--- src/rtl/zbt_pkg.sv ---
package zbt_pkg;
    typedef enum logic [1:0] {
        OP_NOP = 2'd0,
        OP_RD  = 2'd1,
        OP_WR  = 2'd2
    } op_e;

    typedef enum logic [1:0] {
        BUS_IDLE  = 2'd0,
        BUS_READ  = 2'd1,
        BUS_WRITE = 2'd2
    } bus_e;
endpackage

--- src/rtl/zbt_cmd_decode.sv ---
module zbt_cmd_decode
    import zbt_pkg::*;
(
    input  logic sel_a_n,
    input  logic sel_b_n,
    input  logic sel_hi,
    input  logic adv_ld_n,
    input  logic rd_wr_n,
    output op_e  op
);
    logic chip_on;

    always_comb begin
        chip_on = !sel_a_n && !sel_b_n && sel_hi;
        if (chip_on && !adv_ld_n) begin
            op = rd_wr_n ? OP_RD : OP_WR;
        end else begin
            op = OP_NOP;
        end
    end
endmodule

--- src/rtl/zbt_pipe_ctrl.sv ---
module zbt_pipe_ctrl
    import zbt_pkg::*;
#(
    parameter int ADDR_W = 6,
    parameter int LANES  = 2
) (
    input  logic              clk,
    input  logic              rst,
    input  logic              adv,
    input  op_e               new_op,
    input  logic [ADDR_W-1:0] new_addr,
    input  logic [LANES-1:0]  new_we_n,
    output logic [ADDR_W-1:0] tail_addr,
    output logic [LANES-1:0]  tail_we_n,
    output logic              load_rd,
    output logic              commit_wr,
    output logic              bus_valid
);
    op_e               op1_q, op2_q;
    logic [ADDR_W-1:0] addr1_q, addr2_q;
    logic [LANES-1:0]  we1_q, we2_q;
    bus_e              bus_q, bus_d;

    // command stages: valid-carrying part
    always_ff @(posedge clk) begin
        if (rst) begin
            op1_q <= OP_NOP;
            op2_q <= OP_NOP;
        end else if (adv) begin
            op1_q <= new_op;
            op2_q <= op1_q;
        end
    end

    // command stages: payload, no reset needed
    always_ff @(posedge clk) begin
        if (adv) begin
            addr1_q <= new_addr;
            addr2_q <= addr1_q;
            we1_q   <= new_we_n;
            we2_q   <= we1_q;
        end
    end

    // bus-state register
    always_ff @(posedge clk) begin
        if (rst) begin
            bus_q <= BUS_IDLE;
        end else begin
            bus_q <= bus_d;
        end
    end

    // bus-state next-state logic
    always_comb begin
        bus_d = bus_q;
        if (adv) begin
            unique case (op2_q)
                OP_NOP:  bus_d = BUS_IDLE;
                OP_RD:   bus_d = BUS_READ;
                OP_WR:   bus_d = BUS_WRITE;
                default: bus_d = BUS_IDLE;
            endcase
        end
    end

    // outputs
    always_comb begin
        tail_addr = addr2_q;
        tail_we_n = we2_q;
        load_rd   = adv && (op2_q == OP_RD) && !rst;
        commit_wr = adv && (op2_q == OP_WR) && !rst;
        bus_valid = (bus_q == BUS_READ);
    end
endmodule

--- src/rtl/zbt_lane_array.sv ---
module zbt_lane_array #(
    parameter int ADDR_W = 6,
    parameter int LANE_W = 9,
    parameter int LANES  = 2
) (
    input  logic                    clk,
    input  logic                    wr_go,
    input  logic [ADDR_W-1:0]       wr_addr,
    input  logic [LANES-1:0]        lane_we_n,
    input  logic [LANE_W*LANES-1:0] wdata,
    input  logic [ADDR_W-1:0]       rd_addr,
    output logic [LANE_W*LANES-1:0] rdata
);
    localparam int DEPTH = 1 << ADDR_W;

    for (genvar g = 0; g < LANES; g++) begin : g_lane
        logic [LANE_W-1:0] cells [DEPTH];

        always_ff @(posedge clk) begin
            if (wr_go && !lane_we_n[g]) begin
                cells[wr_addr] <= wdata[g*LANE_W +: LANE_W];
            end
        end

        assign rdata[g*LANE_W +: LANE_W] = cells[rd_addr];
    end
endmodule

--- src/rtl/zbt_pipe_sram.sv ---
module zbt_pipe_sram
    import zbt_pkg::*;
#(
    parameter int ADDR_W = 6,
    parameter int LANE_W = 9,
    parameter int LANES  = 2
) (
    input  logic                    clk,
    input  logic                    rst,
    input  logic                    clk_en_n,
    input  logic [ADDR_W-1:0]       addr,
    input  logic                    rd_wr_n,
    input  logic                    adv_ld_n,
    input  logic                    sel_a_n,
    input  logic                    sel_b_n,
    input  logic                    sel_hi,
    input  logic [LANES-1:0]        we_n,
    input  logic                    oe_n,
    input  logic [LANE_W*LANES-1:0] din,
    output logic [LANE_W*LANES-1:0] dout,
    output logic                    dout_valid,
    output logic                    dout_oe
);
    localparam int DATA_W = LANE_W * LANES;

    op_e               issue_op;
    logic              adv;
    logic [ADDR_W-1:0] tail_addr;
    logic [LANES-1:0]  tail_we_n;
    logic              load_rd;
    logic              commit_wr;
    logic              bus_valid;
    logic [DATA_W-1:0] arr_rdata;

    assign adv = !clk_en_n;

    zbt_cmd_decode u_dec (
        .sel_a_n  (sel_a_n),
        .sel_b_n  (sel_b_n),
        .sel_hi   (sel_hi),
        .adv_ld_n (adv_ld_n),
        .rd_wr_n  (rd_wr_n),
        .op       (issue_op)
    );

    zbt_pipe_ctrl #(.ADDR_W(ADDR_W), .LANES(LANES)) u_ctrl (
        .clk       (clk),
        .rst       (rst),
        .adv       (adv),
        .new_op    (issue_op),
        .new_addr  (addr),
        .new_we_n  (we_n),
        .tail_addr (tail_addr),
        .tail_we_n (tail_we_n),
        .load_rd   (load_rd),
        .commit_wr (commit_wr),
        .bus_valid (bus_valid)
    );

    zbt_lane_array #(.ADDR_W(ADDR_W), .LANE_W(LANE_W), .LANES(LANES)) u_arr (
        .clk       (clk),
        .wr_go     (commit_wr),
        .wr_addr   (tail_addr),
        .lane_we_n (tail_we_n),
        .wdata     (din),
        .rd_addr   (tail_addr),
        .rdata     (arr_rdata)
    );

    always_ff @(posedge clk) begin
        if (rst) begin
            dout <= '0;
        end else if (load_rd) begin
            dout <= arr_rdata;
        end
    end

    always_comb begin
        dout_valid = bus_valid;
        dout_oe    = bus_valid && !oe_n;
    end
endmodule

--- config.mk ---
export PLATFORM = sky130hd
export DESIGN_NAME = zbt_pipe_sram
export DESIGN_NICKNAME = d
export VERILOG_FILES = /design/src/rtl/zbt_pkg.sv /design/src/rtl/zbt_cmd_decode.sv /design/src/rtl/zbt_pipe_ctrl.sv /design/src/rtl/zbt_lane_array.sv /design/src/rtl/zbt_pipe_sram.sv
export SDC_FILE = /design/constraint.sdc
export NUM_CORES = 1
export LEC_CHECK = 0
export ABC_CLOCK_PERIOD_IN_PS = 2500
export CORE_AREA = 2 2 275 304
export DETAILED_ROUTE_END_ITERATION = 12
export DIE_AREA = 0 0 277 306
export DONT_BUFFER_PORTS = 1
export PLACE_DENSITY = 0.75
export RECOVER_POWER = 25
export SYNTH_ARGS = -nofsm -noshare
export SYNTH_HDL_FRONTEND = slang
export SYNTH_SLANG_ARGS = --single-unit
--- constraint.sdc ---
create_clock -name clk -period 2.5 [get_ports clk]
set_input_delay 0.25 -clock clk [delete_from_list [all_inputs] [get_ports clk]]
set_output_delay 0.25 -clock clk [all_outputs]
set_load 0.01 [all_outputs]
After elaboration in Yosys (flattened, before gate mapping):

Memory sizes are Yosys's and may differ from the RTL's. A register that Yosys moved wholly into a read port is not among the register bits.
Index checks and enable logic that the tools add are counted.

* bits of input ports: 35
* memories: 2
* bits in writable memories: 1152
* output and inout port bits: 20
* register bits: 22
* logic and storage cells: 37

Memory list
* u_arr.g_lane[0].cells: depth 64, width 9, rd ports 1, clocked after Yosys merged registers in 1, write ports 1, line zbt_lane_array.sv:17 `logic [LANE_W-1:0] cells [DEPTH];`
* u_arr.g_lane[1].cells: depth 64, width 9, rd ports 1, clocked after Yosys merged registers in 1, write ports 1, line zbt_lane_array.sv:17

* reduce and logical (&&, ||, !) cells: 18
* mux-type cells: 7
* equality and inequality tests: 3

Operators by type and width (count)
* 1-bit logical AND: 10
* 1-bit logical NOT: 8
* 2-bit by 1-bit == test with 1-bit output, second input constant: 2
* 1-bit two-way mux: 4
* 2-bit two-way mux: 2
* 2-bit one-hot mux with 2 select lines: 1
* 2-bit == test, second input constant: 1

Depth between registers and ports, before layout:

* depth in word-level cells: 6
* depth in mapped cells: 11
* depth with buffers taken out: 6

Modules after synthesis:

From an unflattened synthesis, not the netlist that was laid out.

* cell total of the unflattened synthesis: 2079
* area total of the unflattened synthesis: 45932.8 um^2

Modules (own cells, without submodules)
* zbt_lane_array: area each 44525.2 um^2, cells each 1978, sequential area each 34593.2 um^2, times used 1
* zbt_pipe_ctrl: area each 721.9 um^2, cells each 38, sequential area each 600.6 um^2, times used 1
* zbt_pipe_sram: area each 659.4 um^2, cells each 60, sequential area each 360.3 um^2, times used 1
* zbt_cmd_decode: area each 26.3 um^2, cells each 3, sequential area each 0.0 um^2, times used 1

Worst setup path before layout:

Ideal clock, no wire load.

* path kind: reg2reg
* from: register u_ctrl.addr2_q[2], in the netlist u_ctrl.tail_addr[2]
* to: memory u_arr.g_lane[1].cells[2][0], enable pin
* path buffers: 4
* period minus slack after synthesis: 2.348 ns
* stages on the path, launching flop included: 8
* data arrival time: 1.974 ns
* path slack: 0.152 ns
* required time: 2.126 ns
* setup time: 0.374 ns
* cells stage by stage: edfxtp_1 buf_6 buf_6 inv_2 buf_2 buf_1 nand3_1 nor2_1

RTL lines
* start, declared: line zbt_pipe_ctrl.sv:20 `logic [ADDR_W-1:0] addr1_q, addr2_q;`
* start signal, assigned: line zbt_pipe_ctrl.sv:39 `addr2_q <= addr1_q;`
* end, declared: line zbt_lane_array.sv:17

Straight into the memory's write port.

==> qor.txt <==
Final #Nets: 3061
category of the critical setup timing path: flip-flop to flip-flop
buffers from clock root to sink, at most: 3
Async SR Flop Fraction: 0%
initial antenna violation count: 1
top-level I/O count: 55
worst slack at placement: -0.316 ns
TritonCTS clock tree: done
cell area after synthesis: 0.0463 sq mm
largest driver fanout on the critical path: 9
mean instance size in the synthesized netlist: 18.1 sq um
reg-to-reg slack, setup: -0.11 ns
depth of the worst register-to-register path: 8
vias in the first global route: 28037
number of buffers inserted during clock tree synthesis: 111
Max Cap Viol: 9
transition at the pin with the smallest max-transition slack: 1.66 ns
Root Buffer: sky130_fd_sc_hd__clkbuf_16
synthesized netlist net count: 2593
Crit path arrival time: 3.19 ns
Seq cells post-synth: 1192
WL/cell: 32.8 um
estimated wirelength of the detail-placed design: 83.7 mm
via-per-instance ratio: 6.72
worst supply voltage drop on vdd: 0.000668 V
share of the clock period used by the worst path after layout: 104%
GR Util All Layers: 32.0%
post-CTS clock slew at the launch and capture registers of the worst setup and hold paths: 0.06 ns
endpoint class of the critical path: flip-flop
number of levels the H-tree was split into: 3
reg2reg start: u_ctrl.tail_addr[2]
max-slew violation total from the final report: 465
type of the most critical hold path: primary input to flip-flop
wire length of the first global-routing pass: 195 mm
destination of the critical timing path: dout[3]
launching element of the worst setup path: u_ctrl.tail_addr[2]
Floorplan Core Area: 0.0815 sq mm
run status: complete, but fails checks
element type at the critical path start: flip-flop
total via count after detailed routing: 28141
number of library cell types mapped by synthesis: 70
minimum clock period after layout: 2.61 ns
Hold Vio Cnt, Final: 0
clock latency at the later pin of the worst-skew pair: 0.72 ns
post-detailed-route DRC marker count: 0
Clock Skews: 0.0581 ns
die height: 306 um
f_max: 384 MHz
instance count after placement with tap cells included: 3873
Remaining Overflow, GRT: 0
Port-buffer cells: 0
EDFF count, synth: 1168
Synth Flop Type: sky130_fd_sc_hd__edfxtp_1
gate count of the mapped netlist: 2558
initial cell density of the core: 56.8%
Reg2Reg Capture Point: dout[3]
global placer's final weighted congestion: 0.955
number of antenna repair diodes: 0
overall die area: 0.0848 sq mm
violations in the final reports: max-capacitance violations, max-slew violations, negative setup slack
Die X: 277 um
Synth Warn #: 0
FP Rows: 110
number of sinks on the clock net: 1192
count of non-filler cells in the finished layout: 4185
Syn-to-layout area delta: 20.1%
iteration count of the initial detailed-routing pass: 6
DRC marker count from the first detailed-route iteration: 4137
area share of the leading cell type in the synthesized netlist: 75.8%
static leakage: 18.7 nW
Setup violations, final: 33
unrepaired setup endpoints after global routing: yes
minimum setup slack in the final design: -0.107 ns
relative slew slack: -10.5%
pin count of the biggest net entering global routing: 65
share of cells above drive strength 1: 29.1%
top cells by area, synth: sky130_fd_sc_hd__edfxtp_1 76%, sky130_fd_sc_hd__mux4_2 3.6%, sky130_fd_sc_hd__mux2i_1 3.4%, sky130_fd_sc_hd__a221oi_1 2.1%, sky130_fd_sc_hd__mux2_2 1.9%
data required time at the worst endpoint: 3.08 ns
Antenna Violating Nets Remaining: 0
total detailed-routing wirelength: 137 mm
PD cells: 763 mW/mm^2
sequential-to-total area share from yosys stat: 76.8%
library cell with the largest summed area after synthesis: sky130_fd_sc_hd__edfxtp_1
[cells in the mapped netlist, types with 6 or more instances]
master and n:
sky130_fd_sc_hd__a211oi_1 10, sky130_fd_sc_hd__a21oi_1 79, sky130_fd_sc_hd__a221o_1 22, sky130_fd_sc_hd__a221oi_1 113, sky130_fd_sc_hd__a222oi_1 10, sky130_fd_sc_hd__a22o_1 16
sky130_fd_sc_hd__a22oi_1 86, sky130_fd_sc_hd__a31oi_1 13, sky130_fd_sc_hd__a41oi_1 6, sky130_fd_sc_hd__buf_1 8, sky130_fd_sc_hd__buf_2 56, sky130_fd_sc_hd__buf_4 25
sky130_fd_sc_hd__buf_6 27, sky130_fd_sc_hd__clkbuf_1 46, sky130_fd_sc_hd__dfxtp_1 24, sky130_fd_sc_hd__edfxtp_1 1168, sky130_fd_sc_hd__mux2_2 79, sky130_fd_sc_hd__mux2_4 6
sky130_fd_sc_hd__mux2i_1 157, sky130_fd_sc_hd__mux4_2 75, sky130_fd_sc_hd__nand2_1 76, sky130_fd_sc_hd__nand3_1 11, sky130_fd_sc_hd__nand3b_1 7, sky130_fd_sc_hd__nor2_1 185
sky130_fd_sc_hd__nor2b_1 16, sky130_fd_sc_hd__o211ai_1 11, sky130_fd_sc_hd__o21ai_0 74, sky130_fd_sc_hd__o22ai_1 51, sky130_fd_sc_hd__o2bb2ai_1 7, sky130_fd_sc_hd__o32a_1 8
[final cells by class]
type | instances | area [sq um]
tap | 1064 | 1330
clock buffer | 130 | 2900
inverter | 6 | 32.5
timing repair buffer | 519 | 4780
sequential | 1192 | 35600
multi-input combinational | 1196 | 10200
fill | 5072 | 25900
clock inverter | 78 | 828
[worst min-delay path by stage]
stage | slack [ns] | start | cells after the start | end
CTS | 0.04 | rst | 3 | dout[14]
finish | 0.11 | rst | 3 | dout[14]
global route | 0.11 | rst | 3 | dout[8]
global placement | 0.33 | rst | 1 | u_ctrl.bus_q[1]
detailed placement | 0.33 | rst | 1 | u_ctrl.op2_q[1]
floorplan | 0.35 | din[0] | 0 | u_arr.g_lane[0].cells[0][0]
[routing by layer]
layer	vias up	share of wire (%)	routed length, um	track usage, %
met4	2	6.0	8270	17.0
met2	2138	47	64900	50.9
met1	14152	35	48000	41.8
met5	-	0.0095	13	0
li1	11446	-	-	-
met3	403	12	16000	6.89
[cell families (layout without fill, tap and decap cells)]
logic type	count (synthesis)	after routing	share of synthesized area [%]
multiplexers	320	320	9.27
flip-flops	1192	1192	76.8
AO/OA/AOI/OAI	546	546	8.59
AND/OR/NAND/NOR	330	330	3.11
buffers and inverters	170	733	2.22
[registers in the layout (all words and copies together) (netlist names)]
register and cells:
u_ctrl.op2_q 2, u_arr.g_lane.cells 1152, u_ctrl.tail_addr 6, u_ctrl.bus_q 2
dout 18, u_ctrl.we1_q 2, u_ctrl.op1_q 2, u_ctrl.tail_we_n 2
u_ctrl.addr1_q 6
[cells in the final DEF, fill, tap and decap left out, types with 22 or more instances in the layout]
| cell | Yosys | routed |
|---|---|---|
| sky130_fd_sc_hd__o21ai_1 | 2 | 22 |
| sky130_fd_sc_hd__dlygate4sd3_1 | 0 | 32 |
| sky130_fd_sc_hd__a21oi_1 | 79 | 69 |
| sky130_fd_sc_hd__o21ai_0 | 74 | 52 |
| sky130_fd_sc_hd__edfxtp_1 | 1168 | 1168 |
| sky130_fd_sc_hd__mux2i_1 | 157 | 150 |
| sky130_fd_sc_hd__nand2_1 | 76 | 73 |
| sky130_fd_sc_hd__a22oi_1 | 86 | 78 |
| sky130_fd_sc_hd__a221o_1 | 22 | 22 |
| sky130_fd_sc_hd__dfxtp_1 | 24 | 24 |
| sky130_fd_sc_hd__mux2_2 | 79 | 79 |
| sky130_fd_sc_hd__clkinv_2 | 0 | 24 |
| sky130_fd_sc_hd__o22ai_1 | 51 | 46 |
| sky130_fd_sc_hd__clkinv_1 | 1 | 25 |
| sky130_fd_sc_hd__a221oi_1 | 113 | 102 |
| sky130_fd_sc_hd__buf_12 | 0 | 41 |
| sky130_fd_sc_hd__nor2_1 | 185 | 177 |
| sky130_fd_sc_hd__buf_4 | 25 | 382 |
| sky130_fd_sc_hd__clkbuf_16 | 0 | 114 |
| sky130_fd_sc_hd__mux4_2 | 75 | 75 |
| sky130_fd_sc_hd__buf_6 | 27 | 32 |
[repair_timing]
action                                  4_1_cts  5_1_grt
resized for setup                            47      117
endpoints found under the setup margin      263      313
hold endpoints to repair                   1174        0
buffers inserted                             19       26
pin swaps                                     9       20
gates cloned                                  3        5
hold buffers                                 51        0
[where the power goes]
| part | internal [W] | switching (W) |
|---|---|---|
| combinational | 0.00120 | 0.00194 |
| sequential | 0.0220 | 0.0000228 |
| clock | 0.00986 | 0.00744 |
| total | 0.0330 | 0.00940 |
[critical path, stage by stage, from the launching register on]
cell	delay, ns
sky130_fd_sc_hd__edfxtp_1	0.47
sky130_fd_sc_hd__buf_12	0.20
sky130_fd_sc_hd__nor2b_4	0.21
sky130_fd_sc_hd__buf_6	0.18
sky130_fd_sc_hd__buf_6	0.13
sky130_fd_sc_hd__a221o_1	0.34
sky130_fd_sc_hd__a222oi_1	0.53
sky130_fd_sc_hd__a2bb2oi_1	0.25
sky130_fd_sc_hd__a41oi_1	0.14
[per-stage QoR]
step | hold WS [ns] | power (W) | setup TNS, ns | util [%] | cell area (sq um)
2_1_floorplan | 0.349 | 0.0237 | 0 | - | 46300
3_3_place_gp | 0.326 | 0.0247 | -3.41 | 61.7 | 50300
3_5_place_dp | 0.327 | 0.0248 | -6.42 | 61.7 | 50300
4_1_cts | 0.0422 | 0.0423 | -0.329 | 67.8 | 55300
5_1_grt | 0.108 | 0.0433 | -1.22 | 68.3 | 55600
6_report | 0.107 | 0.0424 | -0.834 | 68.3 | 55600
Power figures use the tool's default switching activity.
